===== src/rtl/sfu_uart_pkg.sv =====
package sfu_uart_pkg;

    localparam int FRAME_BITS = 11;
    localparam int DATA_BITS  = 8;

    localparam int ST_READY = 0;
    localparam int ST_LINE  = 1;
    localparam int ST_HOLD  = 2;
    localparam int ST_PAR   = 4;
    localparam int ST_FRM   = 5;
    localparam int ST_OVR   = 6;
    localparam int ST_ERR   = 7;

    typedef enum logic [2:0] {
        RX_IDLE,
        RX_START,
        RX_DATA,
        RX_PARITY,
        RX_STOP,
        RX_WAIT_HIGH
    } rx_state_e;

    typedef struct packed {
        logic [DATA_BITS-1:0] data;
        logic                 par_err;
        logic                 frm_err;
    } rx_result_t;

    function automatic logic odd_parity(input logic [DATA_BITS-1:0] d);
        return ~(^d);
    endfunction

endpackage


===== src/rtl/sfu_uart_tx.sv =====
module sfu_uart_tx
    import sfu_uart_pkg::*;
#(
    parameter int BIT_CYCLES = 1250
) (
    input  logic                 clk,
    input  logic                 rst,
    input  logic                 wr_en,
    input  logic [DATA_BITS-1:0] wr_byte,
    output logic                 ser_out,
    output logic                 hold_empty,
    output logic                 line_empty
);
    localparam int CW = $clog2(BIT_CYCLES);
    localparam int IW = $clog2(FRAME_BITS);

    logic [DATA_BITS-1:0]  hold_q;
    logic                  hold_full_q;
    logic                  busy_q;
    logic [FRAME_BITS-1:0] shift_q;
    logic [CW-1:0]         cnt_q;
    logic [IW-1:0]         idx_q;

    logic bit_end, frame_end, take;

    assign bit_end   = busy_q && (cnt_q == CW'(BIT_CYCLES - 1));
    assign frame_end = bit_end && (idx_q == IW'(FRAME_BITS - 1));
    assign take      = hold_full_q && (!busy_q || frame_end);

    always_ff @(posedge clk) begin
        if (rst) begin
            hold_q      <= '0;
            hold_full_q <= 1'b0;
            busy_q      <= 1'b0;
            shift_q     <= '1;
            cnt_q       <= '0;
            idx_q       <= '0;
        end else begin
            if (take) hold_full_q <= 1'b0;
            if (wr_en) begin
                hold_q      <= wr_byte;
                hold_full_q <= 1'b1;
            end
            if (take) begin
                shift_q <= {1'b1, odd_parity(hold_q), hold_q, 1'b0};
                busy_q  <= 1'b1;
                cnt_q   <= '0;
                idx_q   <= '0;
            end else if (busy_q) begin
                if (bit_end) begin
                    cnt_q   <= '0;
                    shift_q <= {1'b1, shift_q[FRAME_BITS-1:1]};
                    idx_q   <= idx_q + 1'b1;
                    if (frame_end) busy_q <= 1'b0;
                end else begin
                    cnt_q <= cnt_q + 1'b1;
                end
            end
        end
    end

    assign ser_out    = busy_q ? shift_q[0] : 1'b1;
    assign hold_empty = !hold_full_q;
    assign line_empty = !busy_q && !hold_full_q;

endmodule


===== src/rtl/sfu_uart_rx.sv =====
module sfu_uart_rx
    import sfu_uart_pkg::*;
#(
    parameter int BIT_CYCLES = 1250
) (
    input  logic       clk,
    input  logic       rst,
    input  logic       ser_in,
    output logic       done,
    output rx_result_t result
);
    localparam int CW   = $clog2(BIT_CYCLES);
    localparam int HALF = BIT_CYCLES / 2;

    logic                 sync1_q, line_q;
    rx_state_e            state_q;
    logic [CW-1:0]        cnt_q;
    logic [2:0]           idx_q;
    logic [DATA_BITS-1:0] data_q;
    logic                 par_q;
    logic                 done_q;
    rx_result_t           res_q;

    logic full_end, half_end;
    assign full_end = (cnt_q == CW'(BIT_CYCLES - 1));
    assign half_end = (cnt_q == CW'(HALF - 1));

    always_ff @(posedge clk) begin
        if (rst) begin
            sync1_q <= 1'b1;
            line_q  <= 1'b1;
            state_q <= RX_IDLE;
            cnt_q   <= '0;
            idx_q   <= '0;
            data_q  <= '0;
            par_q   <= 1'b0;
            done_q  <= 1'b0;
            res_q   <= '0;
        end else begin
            sync1_q <= ser_in;
            line_q  <= sync1_q;
            done_q  <= 1'b0;
            unique case (state_q)
                RX_IDLE: begin
                    cnt_q <= '0;
                    if (!line_q) state_q <= RX_START;
                end
                RX_START: begin
                    if (half_end) begin
                        cnt_q   <= '0;
                        idx_q   <= '0;
                        state_q <= line_q ? RX_IDLE : RX_DATA;
                    end else begin
                        cnt_q <= cnt_q + 1'b1;
                    end
                end
                RX_DATA: begin
                    if (full_end) begin
                        cnt_q  <= '0;
                        data_q <= {line_q, data_q[DATA_BITS-1:1]};
                        idx_q  <= idx_q + 1'b1;
                        if (idx_q == 3'd7) state_q <= RX_PARITY;
                    end else begin
                        cnt_q <= cnt_q + 1'b1;
                    end
                end
                RX_PARITY: begin
                    if (full_end) begin
                        cnt_q   <= '0;
                        par_q   <= line_q;
                        state_q <= RX_STOP;
                    end else begin
                        cnt_q <= cnt_q + 1'b1;
                    end
                end
                RX_STOP: begin
                    if (full_end) begin
                        cnt_q         <= '0;
                        done_q        <= 1'b1;
                        res_q.data    <= data_q;
                        res_q.par_err <= !(^{data_q, par_q});
                        res_q.frm_err <= !line_q;
                        state_q       <= line_q ? RX_IDLE : RX_WAIT_HIGH;
                    end else begin
                        cnt_q <= cnt_q + 1'b1;
                    end
                end
                RX_WAIT_HIGH: begin
                    if (line_q) state_q <= RX_IDLE;
                end
                default: state_q <= RX_IDLE;
            endcase
        end
    end

    assign done   = done_q;
    assign result = res_q;

endmodule


===== src/rtl/sfu_uart_stat.sv =====
module sfu_uart_stat
    import sfu_uart_pkg::*;
(
    input  logic        clk,
    input  logic        rst,
    input  logic        rx_done,
    input  rx_result_t  rx_res,
    input  logic        rd_rx,
    input  logic        rd_stat,
    input  logic        hold_empty,
    input  logic        line_empty,
    output logic [15:0] rx_word,
    output logic [15:0] stat_word
);
    logic [DATA_BITS-1:0] buf_q;
    logic ready_q, ovr_q, frm_q, par_q;
    logic ovr_keep, frm_keep, par_keep;

    assign ovr_keep = ovr_q && !rd_stat;
    assign frm_keep = frm_q && !rd_stat;
    assign par_keep = par_q && !rd_stat;

    always_ff @(posedge clk) begin
        if (rst) begin
            buf_q   <= '0;
            ready_q <= 1'b0;
            ovr_q   <= 1'b0;
            frm_q   <= 1'b0;
            par_q   <= 1'b0;
        end else if (rx_done) begin
            buf_q   <= rx_res.data;
            ready_q <= 1'b1;
            ovr_q   <= ovr_keep || (ready_q && !rd_rx);
            frm_q   <= frm_keep || rx_res.frm_err;
            par_q   <= par_keep || rx_res.par_err;
        end else begin
            if (rd_rx) ready_q <= 1'b0;
            ovr_q <= ovr_keep;
            frm_q <= frm_keep;
            par_q <= par_keep;
        end
    end

    always_comb begin
        stat_word          = '0;
        stat_word[ST_READY] = ready_q;
        stat_word[ST_LINE]  = line_empty;
        stat_word[ST_HOLD]  = hold_empty;
        stat_word[ST_PAR]   = par_q;
        stat_word[ST_FRM]   = frm_q;
        stat_word[ST_OVR]   = ovr_q;
        stat_word[ST_ERR]   = ovr_q | frm_q | par_q;
    end

    assign rx_word = {8'h00, buf_q};

endmodule


===== src/rtl/sfu_uart.sv =====
module sfu_uart
    import sfu_uart_pkg::*;
#(
    parameter int BIT_CYCLES = 1250
) (
    input  logic        clk,
    input  logic        rst,
    input  logic        wr_tx,
    input  logic [15:0] wr_data,
    input  logic        rd_rx,
    input  logic        rd_stat,
    output logic [15:0] rx_word,
    output logic [15:0] stat_word,
    input  logic        ser_in,
    output logic        ser_out
);
    logic       hold_empty, line_empty;
    logic       rx_done;
    rx_result_t rx_res;

    sfu_uart_tx #(.BIT_CYCLES(BIT_CYCLES)) u_tx (
        .clk        (clk),
        .rst        (rst),
        .wr_en      (wr_tx),
        .wr_byte    (wr_data[DATA_BITS-1:0]),
        .ser_out    (ser_out),
        .hold_empty (hold_empty),
        .line_empty (line_empty)
    );

    sfu_uart_rx #(.BIT_CYCLES(BIT_CYCLES)) u_rx (
        .clk    (clk),
        .rst    (rst),
        .ser_in (ser_in),
        .done   (rx_done),
        .result (rx_res)
    );

    sfu_uart_stat u_stat (
        .clk        (clk),
        .rst        (rst),
        .rx_done    (rx_done),
        .rx_res     (rx_res),
        .rd_rx      (rd_rx),
        .rd_stat    (rd_stat),
        .hold_empty (hold_empty),
        .line_empty (line_empty),
        .rx_word    (rx_word),
        .stat_word  (stat_word)
    );

endmodule


===== config.mk =====
export PLATFORM = sky130hd
export DESIGN_NAME = sfu_uart
export DESIGN_NICKNAME = d
export VERILOG_FILES = /design/src/rtl/sfu_uart_pkg.sv /design/src/rtl/sfu_uart_tx.sv /design/src/rtl/sfu_uart_rx.sv /design/src/rtl/sfu_uart_stat.sv /design/src/rtl/sfu_uart.sv
export SDC_FILE = /design/constraint.sdc
export NUM_CORES = 1
export LEC_CHECK = 0
export BUFFER_PORTS_ARGS = -buffer_cell sky130_fd_sc_hd__buf_4
export CORE_AREA = 8 8 96 98
export CTS_CLUSTER_DIAMETER = 100
export DETAILED_ROUTE_END_ITERATION = 12
export DIE_AREA = 0 0 104 106
export MAX_ROUTING_LAYER = met4
export PLACE_DENSITY = 0.74
export RECOVER_POWER = 50
export SLEW_MARGIN = 5
export SYNTH_ARGS = -nofsm -noshare
export SYNTH_HDL_FRONTEND = slang
export SYNTH_SLANG_ARGS = --single-unit
export TNS_END_PERCENT = 30

===== constraint.sdc =====
create_clock -name clk -period 2.2 [get_ports clk]
set_clock_uncertainty 0.1 [all_clocks]
set_input_delay 0.44 -clock clk [delete_from_list [all_inputs] [get_ports clk]]
set_output_delay 0.44 -clock clk [all_outputs]
set_load 0.02 [all_outputs]

==> flow_summary.toml <==
[worst_setup_path]
max_stage_delay_ps = 370
critPathKind = "flop to flop"
crit_fanout = 8
start_kind = "flop"
cp.arrival_ps = 2240
crit_family = "compound AO/OA/AOI/OAI gates"
critPathSlowestCell = "dfxtp_2"
cp.buffers_inverters = 1
cp-end-kind = "flop"
crit_chain = "inv_1, ha_1, and4bb_1, a32o_1, o31a_2, or3_1, a31oi_1"
cp.required_ps = 2380

[final_layout]
layout_commonest_cell = "dfxtp_1"
final_cell_mix = "dfxtp_1 (85), nor2_1 (73), nand2_1 (38)"
drive_above_1_share_pct = 11.3
final_util_pct = 56.3
antenna_cells = 0
nNetsFinal = 504
syn2layout_area_growth_pct = 10.2

[pwr]
p_per_area_mw_per_mm2 = 735
leakage_nw = 1.72
vdd_drop_max_v = 0.000277

[logic_synthesis]
synth_ff_type = "dfxtp_1"
synth_edf_count = 0
synthesis.area_mm2 = 0.00401
synth_cell_types = 48
yosysSeqAreaShare_pct = 43.0
synthTopCellsByArea = "dfxtp_1 (43%), mux2i_1 (9.0%), nor2_1 (6.8%)"
syn_inst = 450
yosys.area.top_type = "dfxtp_1"
synth_top_area_share_pct = 43.0
syn_area_per_cell_um2 = 8.90
yosys_warnings = 0
synthArstFlopShare_pct = 0
synth_seq_cells = 86

[grt]
grt_pass1_vias = 2860
grt_overflow = 0
grt_usage_pct = 14.4
antenna_found_initial = 0
grt_pass1_wl_mm = 13.1
grt_max_degree = 37

[min_path]
hold_class = "primary input to flop"

[timing]
maxSlewViolCount = 0
rsz0062_at_grt = "no"
setup_viol = 0
worst_pin_slew_ps = 629
period_share_pct = 93.4
period_minus_slack_ps = 2060
slew-limit-headroom_pct = 58.0
fmax_ghz = 0.487
hold_viol = 0
setup_tns_ps = 0

[clock_tree]
clock_sinks = 86
cts_buffers = 9
cts_tree = "done"
clockBufferDepth = 2
path_clk_slew_ps = 80
htree_levels = 3
cts-root-buf = "clkbuf_8"
post_cts_buffers = 0
clk_latency_ps = 350

[placed_design]
portBuffers = 29
hpwl_mm = 5.04
routabilityCongestion = 0.775

[die]
die_w_um = 104
row_count = 33
core_area_mm2 = 0.00785
initial_utilization_pct = 51.1
fp.dieH_um = 106
io_pins = 55
dieArea_mm2 = 0.0110

[drt]
vias_per_cell = 5.17
wl_per_cell_um = 12.8
antenna_left = 0
wl_mm = 7.47
remaining_drc_errors = 0
dr.pass1.iters = 4
drt-initial-drc-count = 147
vias = 3017

[run]
drv_cap = 0

[status]
status = "finished, final reports clean"
-- sequential cells by signal, summed over array words and instances (netlist names), 3 cells and up --
name,flops
u_rx.cnt_q,11
u_rx.data_q,8
u_rx.idx_q,3
u_rx.result,10
u_rx.state_q,3
u_stat.buf_q,8
u_tx.cnt_q,11
u_tx.hold_q,8
u_tx.idx_q,4
u_tx.shift_q,10
-- through the flow --
step / hold slack (ps) / cell area [um2] / setup WS [ps] / power [mW] / std cells
floorplan: 289 / 4070 / 313 / 1.96 / 466
global placement: 294 / 4230 / -3.48 / 2.01 / 567
detailed placement: 300 / 4230 / -9.27 / 2.02 / 567
CTS: 150 / 4470 / 102 / 3.28 / 583
global route: 142 / 4420 / 18.2 / 3.40 / 583
finish: 166 / 4420 / 145 / 3.25 / 583
-- Yosys cell counts (2+ instances only) --
cell / instances
and3_1: 2
nor4b_4: 2
o21a_1: 2
a31oi_1: 10
buf_4: 25
ha_1: 9
clkbuf_1: 11
nand2b_1: 4
nor3_1: 3
a22oi_1: 6
nand4_1: 8
nor2b_1: 5
nand3b_1: 4
or2_2: 4
nor2_1: 73
nor3b_1: 2
o21ai_0: 4
mux2i_1: 36
inv_1: 9
nand2_1: 38
buf_1: 4
nand3_1: 20
xor2_1: 10
dfxtp_1: 86
a21oi_1: 25
buf_2: 3
or3_1: 10
xnor2_1: 15
-- where the power goes --
part	switching (mW)	total (mW)	leakage, nW	internal (mW)
combinational	0.226	0.365	0.908	0.139
sequential	0.0368	1.63	0.697	1.59
clock	0.597	1.25	0.116	0.655
total	0.860	3.25	1.72	2.39
-- per-layer routing --
layer,share of wire [%],track usage [%],vias to the layer above
met5,0,-,-
met2,47,23.6,43
met4,1.4,5.89,0
met1,48,16.4,1408
li1,-,-,1556
met3,3.7,3.99,10
-- what timing repair did --
action | CTS | global route
hold endpoints to repair | 0 | 0
hold buffers | 0 | 0
gates resized for setup | 1 | 2
setup endpoints to repair | 4 | 8
-- kinds of logic (layout without fill, tap and decap cells) --
kind of cell	count (synthesis)	after routing	synth area share, %
muxes	36	36	8.99
adders and majority gates	9	9	2.81
AOI/OAI and AO/OA	57	57	8.99
xor gates and xnor gates	26	26	6.03
DFF	86	86	43.0
buffers and inverters	52	64	7.31
and+or+nand+nor	183	183	22.8
other	1	17	0.0936
-- final cells by class --
class,instances,area (um2)
Tap cell,105,131
Sequential cell,86,1720
Timing Repair Buffer,39,234
Inverter,9,33.8
Clock buffer,9,124
Fill cell,718,3430
Clock inverter,7,103
Multi-Input combinational cell,328,2070
-- path summary, 6_finish.rpt --
path                       from             to  slack [ps]  cells past startpoint
setup / recovery  u_rx.cnt_q[1]  u_rx.cnt_q[8]         140                      7
hold / removal           ser_in   u_rx.sync1_q         170                      2
setup reg to reg  u_rx.cnt_q[1]  u_rx.cnt_q[8]         140                      7
hold reg to reg    u_rx.sync1_q    u_rx.line_q         320                      1
(Power assumes the default switching activity.)
